### config.mk
export PLATFORM = sky130hd
export DESIGN_NAME = vpd_cap_ctrl
export DESIGN_NICKNAME = d
export VERILOG_FILES = /design/src/rtl/vpd_pkg.sv /design/src/rtl/vpd_xfer_fsm.sv /design/src/rtl/vpd_data_reg.sv /design/src/rtl/vpd_cfg_rmux.sv /design/src/rtl/vpd_cap_ctrl.sv
export SDC_FILE = /design/constraint.sdc
export NUM_CORES = 1
export LEC_CHECK = 0
export CAP_MARGIN = 20
export CELL_PAD_IN_SITES_DETAIL_PLACEMENT = 1
export CELL_PAD_IN_SITES_GLOBAL_PLACEMENT = 1
export CORE_AREA = 3 3 107 109
export DETAILED_ROUTE_END_ITERATION = 8
export DIE_AREA = 0 0 110 112
export GPL_TIMING_DRIVEN = 0
export PLACE_DENSITY_LB_ADDON = 0.1
export SYNTH_ARGS = -nofsm -noshare
export SYNTH_HDL_FRONTEND = slang
export SYNTH_SLANG_ARGS = --single-unit
### constraint.sdc
create_clock -name clk -period 2.4 [get_ports clk]
set_input_delay 0.72 -clock clk [delete_from_list [all_inputs] [get_ports clk]]
set_output_delay 0.72 -clock clk [all_outputs]
set_load 0.1 [all_outputs]
### src/rtl/vpd_pkg.sv
package vpd_pkg;

    localparam int VPD_WORD_W   = 32;
    localparam int VPD_BYTE_W   = 8;
    localparam int VPD_ALIGN_W  = 2;
    localparam logic [7:0] VPD_CAP_ID = 8'h03;

    typedef enum logic [1:0] {
        XF_IDLE  = 2'd0,
        XF_READ  = 2'd1,
        XF_WRITE = 2'd2
    } xfer_state_e;

endpackage

### src/rtl/vpd_xfer_fsm.sv
module vpd_xfer_fsm
    import vpd_pkg::*;
#(
    parameter int ADDR_W = 15
) (
    input  logic              clk,
    input  logic              rst_n,
    input  logic              hdr_wr,
    input  logic [ADDR_W-1:0] wr_addr,
    input  logic              wr_flag,
    input  logic              st_ack,
    output logic              busy,
    output logic              flag,
    output logic [ADDR_W-1:0] addr,
    output logic              st_req,
    output logic              st_we,
    output logic [ADDR_W-1:0] st_addr,
    output logic              rd_load
);

    typedef struct packed {
        xfer_state_e       st;
        logic [ADDR_W-1:0] addr;
        logic              flag;
    } fsm_regs_t;

    fsm_regs_t q, d;

    always_comb begin
        d = q;
        unique case (q.st)
            XF_IDLE: begin
                if (hdr_wr) begin
                    d.addr = wr_addr;
                    d.flag = wr_flag;
                    d.st   = wr_flag ? XF_WRITE : XF_READ;
                end
            end
            XF_READ: begin
                if (st_ack) begin
                    d.flag = 1'b1;
                    d.st   = XF_IDLE;
                end
            end
            XF_WRITE: begin
                if (st_ack) begin
                    d.flag = 1'b0;
                    d.st   = XF_IDLE;
                end
            end
            default: d.st = XF_IDLE;
        endcase
    end

    always_ff @(posedge clk) begin
        if (!rst_n) begin
            q.st   <= XF_IDLE;
            q.addr <= '0;
            q.flag <= 1'b0;
        end else begin
            q <= d;
        end
    end

    assign busy    = (q.st != XF_IDLE);
    assign flag    = q.flag;
    assign addr    = q.addr;
    assign st_req  = busy;
    assign st_we   = (q.st == XF_WRITE);
    assign st_addr = {q.addr[ADDR_W-1:VPD_ALIGN_W], {VPD_ALIGN_W{1'b0}}};
    assign rd_load = (q.st == XF_READ) && st_ack;

endmodule

### src/rtl/vpd_data_reg.sv
module vpd_data_reg
    import vpd_pkg::*;
#(
    parameter int DATA_W = VPD_WORD_W
) (
    input  logic                         clk,
    input  logic                         rst_n,
    input  logic                         busy,
    input  logic                         host_wr,
    input  logic [DATA_W/VPD_BYTE_W-1:0] host_strb,
    input  logic [DATA_W-1:0]            host_data,
    input  logic                         rd_load,
    input  logic [DATA_W-1:0]            rd_data,
    output logic [DATA_W-1:0]            data
);

    localparam int LANES = DATA_W / VPD_BYTE_W;

    logic [DATA_W-1:0]     data_d, data_q;
    logic [VPD_BYTE_W-1:0] lane_nxt [LANES];
    logic                  host_ok;

    assign host_ok = host_wr && !busy;

    for (genvar g = 0; g < LANES; g++) begin : g_lane
        always_comb begin
            if (rd_load)
                lane_nxt[g] = rd_data[g*VPD_BYTE_W +: VPD_BYTE_W];
            else if (host_ok && host_strb[g])
                lane_nxt[g] = host_data[g*VPD_BYTE_W +: VPD_BYTE_W];
            else
                lane_nxt[g] = data_q[g*VPD_BYTE_W +: VPD_BYTE_W];
        end
    end

    always_comb begin
        data_d = data_q;
        for (int i = 0; i < LANES; i++)
            data_d[i*VPD_BYTE_W +: VPD_BYTE_W] = lane_nxt[i];
    end

    always_ff @(posedge clk) begin
        if (!rst_n) data_q <= '0;
        else        data_q <= data_d;
    end

    assign data = data_q;

endmodule

### src/rtl/vpd_cfg_rmux.sv
module vpd_cfg_rmux
    import vpd_pkg::*;
#(
    parameter int         ADDR_W   = 15,
    parameter logic [7:0] NEXT_PTR = 8'h00
) (
    input  logic                  sel,
    input  logic                  flag,
    input  logic [ADDR_W-1:0]     addr,
    input  logic [VPD_WORD_W-1:0] data,
    output logic [VPD_WORD_W-1:0] rdata
);

    always_comb begin
        if (sel) rdata = data;
        else     rdata = {flag, addr, NEXT_PTR, VPD_CAP_ID};
    end

endmodule

### src/rtl/vpd_cap_ctrl.sv
module vpd_cap_ctrl
    import vpd_pkg::*;
#(
    parameter int         ADDR_W   = 15,
    parameter logic [7:0] NEXT_PTR = 8'h00
) (
    input  logic              clk,
    input  logic              rst_n,
    input  logic              cfg_we,
    input  logic              cfg_sel,
    input  logic [3:0]        cfg_wstrb,
    input  logic [31:0]       cfg_wdata,
    output logic [31:0]       cfg_rdata,
    output logic              st_req,
    output logic              st_we,
    output logic [ADDR_W-1:0] st_addr,
    output logic [31:0]       st_wdata,
    input  logic              st_ack,
    input  logic [31:0]       st_rdata
);

    localparam int ADDR_LSB = 16;
    localparam int FLAG_BIT = VPD_WORD_W - 1;

    logic              hdr_wr, data_wr, busy_w, flag_w, rd_load_w;
    logic [ADDR_W-1:0] addr_w;
    logic [31:0]       data_w;

    assign hdr_wr  = cfg_we && !cfg_sel && cfg_wstrb[3];
    assign data_wr = cfg_we && cfg_sel;

    vpd_xfer_fsm #(.ADDR_W(ADDR_W)) fsm_i (
        .clk     (clk),
        .rst_n   (rst_n),
        .hdr_wr  (hdr_wr),
        .wr_addr (cfg_wdata[ADDR_LSB +: ADDR_W]),
        .wr_flag (cfg_wdata[FLAG_BIT]),
        .st_ack  (st_ack),
        .busy    (busy_w),
        .flag    (flag_w),
        .addr    (addr_w),
        .st_req  (st_req),
        .st_we   (st_we),
        .st_addr (st_addr),
        .rd_load (rd_load_w)
    );

    vpd_data_reg #(.DATA_W(VPD_WORD_W)) data_i (
        .clk       (clk),
        .rst_n     (rst_n),
        .busy      (busy_w),
        .host_wr   (data_wr),
        .host_strb (cfg_wstrb),
        .host_data (cfg_wdata),
        .rd_load   (rd_load_w),
        .rd_data   (st_rdata),
        .data      (data_w)
    );

    vpd_cfg_rmux #(.ADDR_W(ADDR_W), .NEXT_PTR(NEXT_PTR)) rmux_i (
        .sel   (cfg_sel),
        .flag  (flag_w),
        .addr  (addr_w),
        .data  (data_w),
        .rdata (cfg_rdata)
    );

    assign st_wdata = data_w;

endmodule

Word level (Yosys, flattened, before mapping)

Index checks and enable logic that the tools add are counted.

Add/subtract/negate cells: 0
Multipliers: 0
Div/mod/pow operators: 0
Magnitude comparators: 0
Eq/ne operators: 6
Shift-type cells: 0
Multiplexer cells: 16
Bitwise gates (word level): 0
Reductions and logical operators: 22

Operators with widths:

| operator                                            | number |
|---|---|
| two-way mux 8 bit                                   | 8 |
| two-way mux 32 bit                                  | 1 |
| two-way mux 18 bit                                  | 1 |
| nonzero test 2 bit                                  | 5 |
| logical AND 1 bit                                   | 9 |
| != test 2 x 1 -> 1 bit, second input constant       | 3 |
| two-way mux 2 bit                                   | 2 |
| case mux 2 bit (2 select lines)                     | 1 |
| AND reduction 2 bit                                 | 2 |
| AND reduction 4 bit                                 | 1 |
| case mux 1 bit (3 select lines)                     | 1 |
| nonzero test 3 bit                                  | 1 |
| equality test 2 x 1 -> 1 bit, second input constant | 1 |
| equality test 2 bit, second input constant          | 1 |
| logical NOT 1 bit                                   | 2 |
| logical NOT 2 bit                                   | 1 |
| two-way mux 1 bit                                   | 2 |
| != test 2 bit, second input constant                | 1 |
| OR reduction 2 bit                                  | 1 |

Bits in registers: 50
Latch bits: 0
Memory bits (writable): 0
Bits in read-only memories: 0
Input bits: 73
Output and inout bits: 81
Word-level logic and storage cells: 51
Memories: 0

Logic depth before layout (Yosys ltp)

Gate-level depths: netlist of the first run.

Depth after elaboration: 6
Depth in mapped cells: 8
Mapped depth without buffers: 6

By module

From an unflattened synthesis of the first run, not the netlist that was laid out.

Cell total of the unflattened synthesis: 317
Area total of the unflattened synthesis: 3030.4 µm²

By module, submodules not included:

| module       | times used | cells an instance | area each (µm²) |
|---|---|---|---|
| vpd_data_reg | 1          | 154               | 1666.6 |
| vpd_xfer_fsm | 1          | 126               | 1039.7 |
| vpd_cfg_rmux | 1          | 35                | 307.8 |
| vpd_cap_ctrl | 1          | 2                 | 16.3 |

Least setup slack after synthesis of the first run

OpenSTA, ideal clock, no wires.

Path type: input port to output port
Start point: input cfg_sel
End point: output cfg_rdata[10]
Arrival time: 1.863 ns
Path slack: -0.183 ns
Stages on the path: 3
Cells stage by stage: buf_2 > clkbuf_1 > and2_1

Cells in the longest elaborated chain, start to end: 1

RTL lines:

| what               | RTL line           | RTL |
|---|---|---|
| start: declaration | vpd_cap_ctrl.sv:10 | `input logic cfg_sel,` |
| two-way mux 32 bit | vpd_cfg_rmux.sv:15 | `if (sel) rdata = data;` |
| end: declaration   | vpd_cap_ctrl.sv:13 | `output logic [31:0] cfg_rdata,` |

No other way between the ends.

Final worst setup path of the first run

Start point: register fsm_i.addr[2] (netlist name)
End point: output st_addr[2]

RTL lines:

| what             | RTL line           | RTL |
|---|---|---|
| end: declaration | vpd_cap_ctrl.sv:16 | `output logic [ADDR_W-1:0] st_addr,` |

No word-level cell between the ends.

==> impl_metrics.tcl, run 1 <==
set metrics [dict create \
    start_util_pct 26.4 \
    worstMarginPinSlew_ns 0.987 \
    synth_cells 338 \
    hp-class "reg -> reg" \
    antenna_found_initial 0 \
    die_w_microns 110 \
    relSlewSlack_pct 34.4 \
    p_total_mw 2.55 \
    synth_edf_count 0 \
    routedWlPerCell_microns 17.8 \
    cp.arrival_ns 1.63 \
    clock-sinks 50 \
    cts.path.max_buffers 2 \
    nNetsFinal 581 \
    synth_flop_cell "dfxtp_1" \
    drt_wl_total_microns 11400 \
    timing.hold.ws_ns 0.474 \
    finalClockSkew_ns 0.00909 \
    drt_iter0_markers 88 \
    rows 38 \
    core_area_sq_um 10700 \
    fin_crit_ns 2.35 \
    finalSetupViolCount 0 \
    first_global_vias 3379 \
    gr-total-overflow 0 \
    fin_crit_sh_pct 97.8 \
    syn2layout_area_growth_pct 72.6 \
    power_density_nw_per_um2 524 \
    drc_errors 0 \
    ys_types 29 \
    yosysWarnings 0 \
    dr.pass1.iters 4 \
    ys_seq_elements 50 \
    hold_viol 0 \
    leakage_nw 2.47 \
    tns_ns 0 \
    maxCapViolCount 0 \
    place.gp.congestion 0.758 \
    path_clk_slew_ns 0.10 \
    hpwlAfterDp_microns 8390 \
    grt_first_pass_wirelength_microns 17900 \
    grt_max_degree 15 \
    critPathCaptureType "output port" \
    avgSynthCellArea_sq_um 8.34 \
    grt.total_usage_pct 18.7 \
    syn-cell-area_sq_um 2820 \
    htreeDepth 2 \
    root_buffer "clkbuf_8" \
    die-area_sq_um 12300 \
    port_buffers 149 \
    num-fill-cells 1285 \
    worst-path-max-fanout 3 \
    ios 154 \
    synthArstFlopShare_pct 0 \
    drive_gt1_share_pct 25.4 \
    cts_tree "built" \
    grt_setup_unrepaired "no" \
    clk_latency_ns 0.31 \
    cts_made_buffers 5 \
    cp.required_ns 1.68 \
    ir_drop_uv 256 \
    via_count 3062 \
    ctsHoldBuffers 0 \
    postRouteAntennaNets 0 \
    die_h_microns 112 \
    status "complete, no violations" \
    ys_seq_area_share_pct 35.5 \
    n_antenna_cell 0 \
    report.final.slew_viol_count 0 \
    crit_type "reg -> out" \
    cp-start-kind "flop" \
    viasPerCell 4.75 \
    max_freq_ghz 0.426 \
]
[path summary, 6_finish.rpt]
path	from	to	slack (ns)	cells past startpoint
worst max register to register	fsm_i.q[17]	data_i.data[23]	0.52	7
worst min-delay path	fsm_i.addr[0]	fsm_i.addr[0]	0.47	2
worst max-delay path	fsm_i.addr[2]	st_addr[2]	0.05	2
worst min register to register	fsm_i.addr[0]	fsm_i.addr[0]	0.47	2
[Yosys cell counts (2+ instances only)]
master    instances  area, sq um
nand2_1          70          263
nand3_1          65          325
dfxtp_1          50         1000
o211a_1          32          320
buf_4            19          143
mux2_2           16          180
and2_1           15         93.8
clkbuf_1         12         45.0
a21boi_2         10          113
buf_2            10         50.1
a21boi_0          5         37.5
ha_1              5         62.6
inv_1             5         18.8
nand4_1           4         25.0
a21oi_1           2         10.0
nand2b_1          2         12.5
nand3b_1          2         15.0
o21ai_0           2         10.0
o22ai_1           2         12.5
[layout make-up]
| class | count | area [sq um] | share of cell area, % |
|---|---|---|---|
| multi-input combinational | 241 | 1590 | 32.7 |
| clock buffer | 7 | 86.3 | 1.77 |
| inverter | 5 | 18.8 | 0.386 |
| clock inverter | 1 | 5.00 | 0.103 |
| tap | 140 | 175 | 3.60 |
| buffer | 42 | 305 | 6.27 |
| timing repair buffer | 158 | 1680 | 34.6 |
| sequential | 50 | 1000 | 20.6 |
[registers in the layout, indices dropped and copies added, names as in the netlist]
register and count:
fsm_i.addr 15, fsm_i.q 2, fsm_i.flag 1, data_i.data 32
[per-stage QoR]
step	util [%]	std cells	instance area, sq um	setup WS, ns
finish	45.5	644	4870	0.0520
global route	45.5	644	4870	0.00000300
CTS	45.5	645	4870	-0.00569
detailed placement	42.2	628	4510	-1.45
global placement	42.2	628	4510	-1.43
floorplan	-	339	2850	0.0126
[cell families after synthesis]
kind of cell	count (synthesis)	synth area share [%]
adders and majority gates	5	2.22
muxes	16	6.39
buffers and inverters	48	10.0
other	1	0.133
DFF	50	35.5
and+or+nand+nor	162	27.0
AOI/OAI and AO/OA	56	18.7
[repair_timing]
item / 4_1_cts / 5_1_grt
gates cloned: 2 / 0
endpoints found under the setup margin: 79 / 16
resized for setup: 327 / 12
pin swaps: 1 / 0
setup buffers: 7 / 0
[layout by cell type, fill, tap and decap left out, types with 4 or more instances in the layout]
cell type | Yosys | final
a21boi_0 | 5 | 5
a21boi_2 | 10 | 10
and2_2 | 0 | 6
and2_4 | 0 | 8
buf_12 | 0 | 16
buf_2 | 10 | 9
buf_4 | 19 | 31
buf_6 | 1 | 10
buf_8 | 1 | 4
clkbuf_1 | 12 | 12
clkbuf_8 | 0 | 7
clkdlybuf4s15_1 | 0 | 9
clkdlybuf4s50_1 | 0 | 69
dfxtp_1 | 50 | 50
dlygate4sd2_1 | 0 | 35
ha_1 | 5 | 5
inv_1 | 5 | 5
mux2_2 | 16 | 11
mux2_4 | 0 | 5
nand2_1 | 70 | 70
nand3_1 | 65 | 65
nand4_1 | 4 | 4
o211a_1 | 32 | 32
[critical path: stages, from the launching register on]
cell and delay, ns:
dfxtp_1 0.39, buf_4 0.12, clkdlybuf4s15_1 0.81
[power by group]
| group | total [mW] | internal (mW) | switching, mW |
|---|---|---|---|
| sequential | 0.913 | 0.877 | 0.0355 |
| combinational | 1.10 | 0.346 | 0.750 |
| clock | 0.542 | 0.234 | 0.308 |
| total | 2.55 | 1.46 | 1.09 |
[per-layer routing]
layer | part of all wire, % | GRT usage (%)
met1 | 42 | 22.7
met2 | 50 | 32.0
met3 | 6.7 | 5.04
met4 | 1.8 | 5.57
met5 | 0 | 0
Power figures use the tool's default switching activity.
==> inputs of run 2 (changes only) <==
--- a/config.mk
+++ b/config.mk
@@ -5,6 +5,7 @@
 export SDC_FILE = /design/constraint.sdc
 export NUM_CORES = 1
 export LEC_CHECK = 0
+export ABC_CLOCK_PERIOD_IN_PS = 2400
 export CAP_MARGIN = 20
 export CELL_PAD_IN_SITES_DETAIL_PLACEMENT = 1
 export CELL_PAD_IN_SITES_GLOBAL_PLACEMENT = 1
==> results of run 2 <==
No change in the layout: final DEF, timing and power equal those of run 1.
==> inputs of run 3 (changes only) <==
--- a/config.mk
+++ b/config.mk
@@ -10,6 +10,7 @@
 export CELL_PAD_IN_SITES_DETAIL_PLACEMENT = 1
 export CELL_PAD_IN_SITES_GLOBAL_PLACEMENT = 1
 export CORE_AREA = 3 3 107 109
+export CTS_CLUSTER_SIZE = 14
 export DETAILED_ROUTE_END_ITERATION = 8
 export DIE_AREA = 0 0 110 112
 export GPL_TIMING_DRIVEN = 0
==> results of run 3 <==
No change in the layout: final DEF, timing and power equal those of run 1.
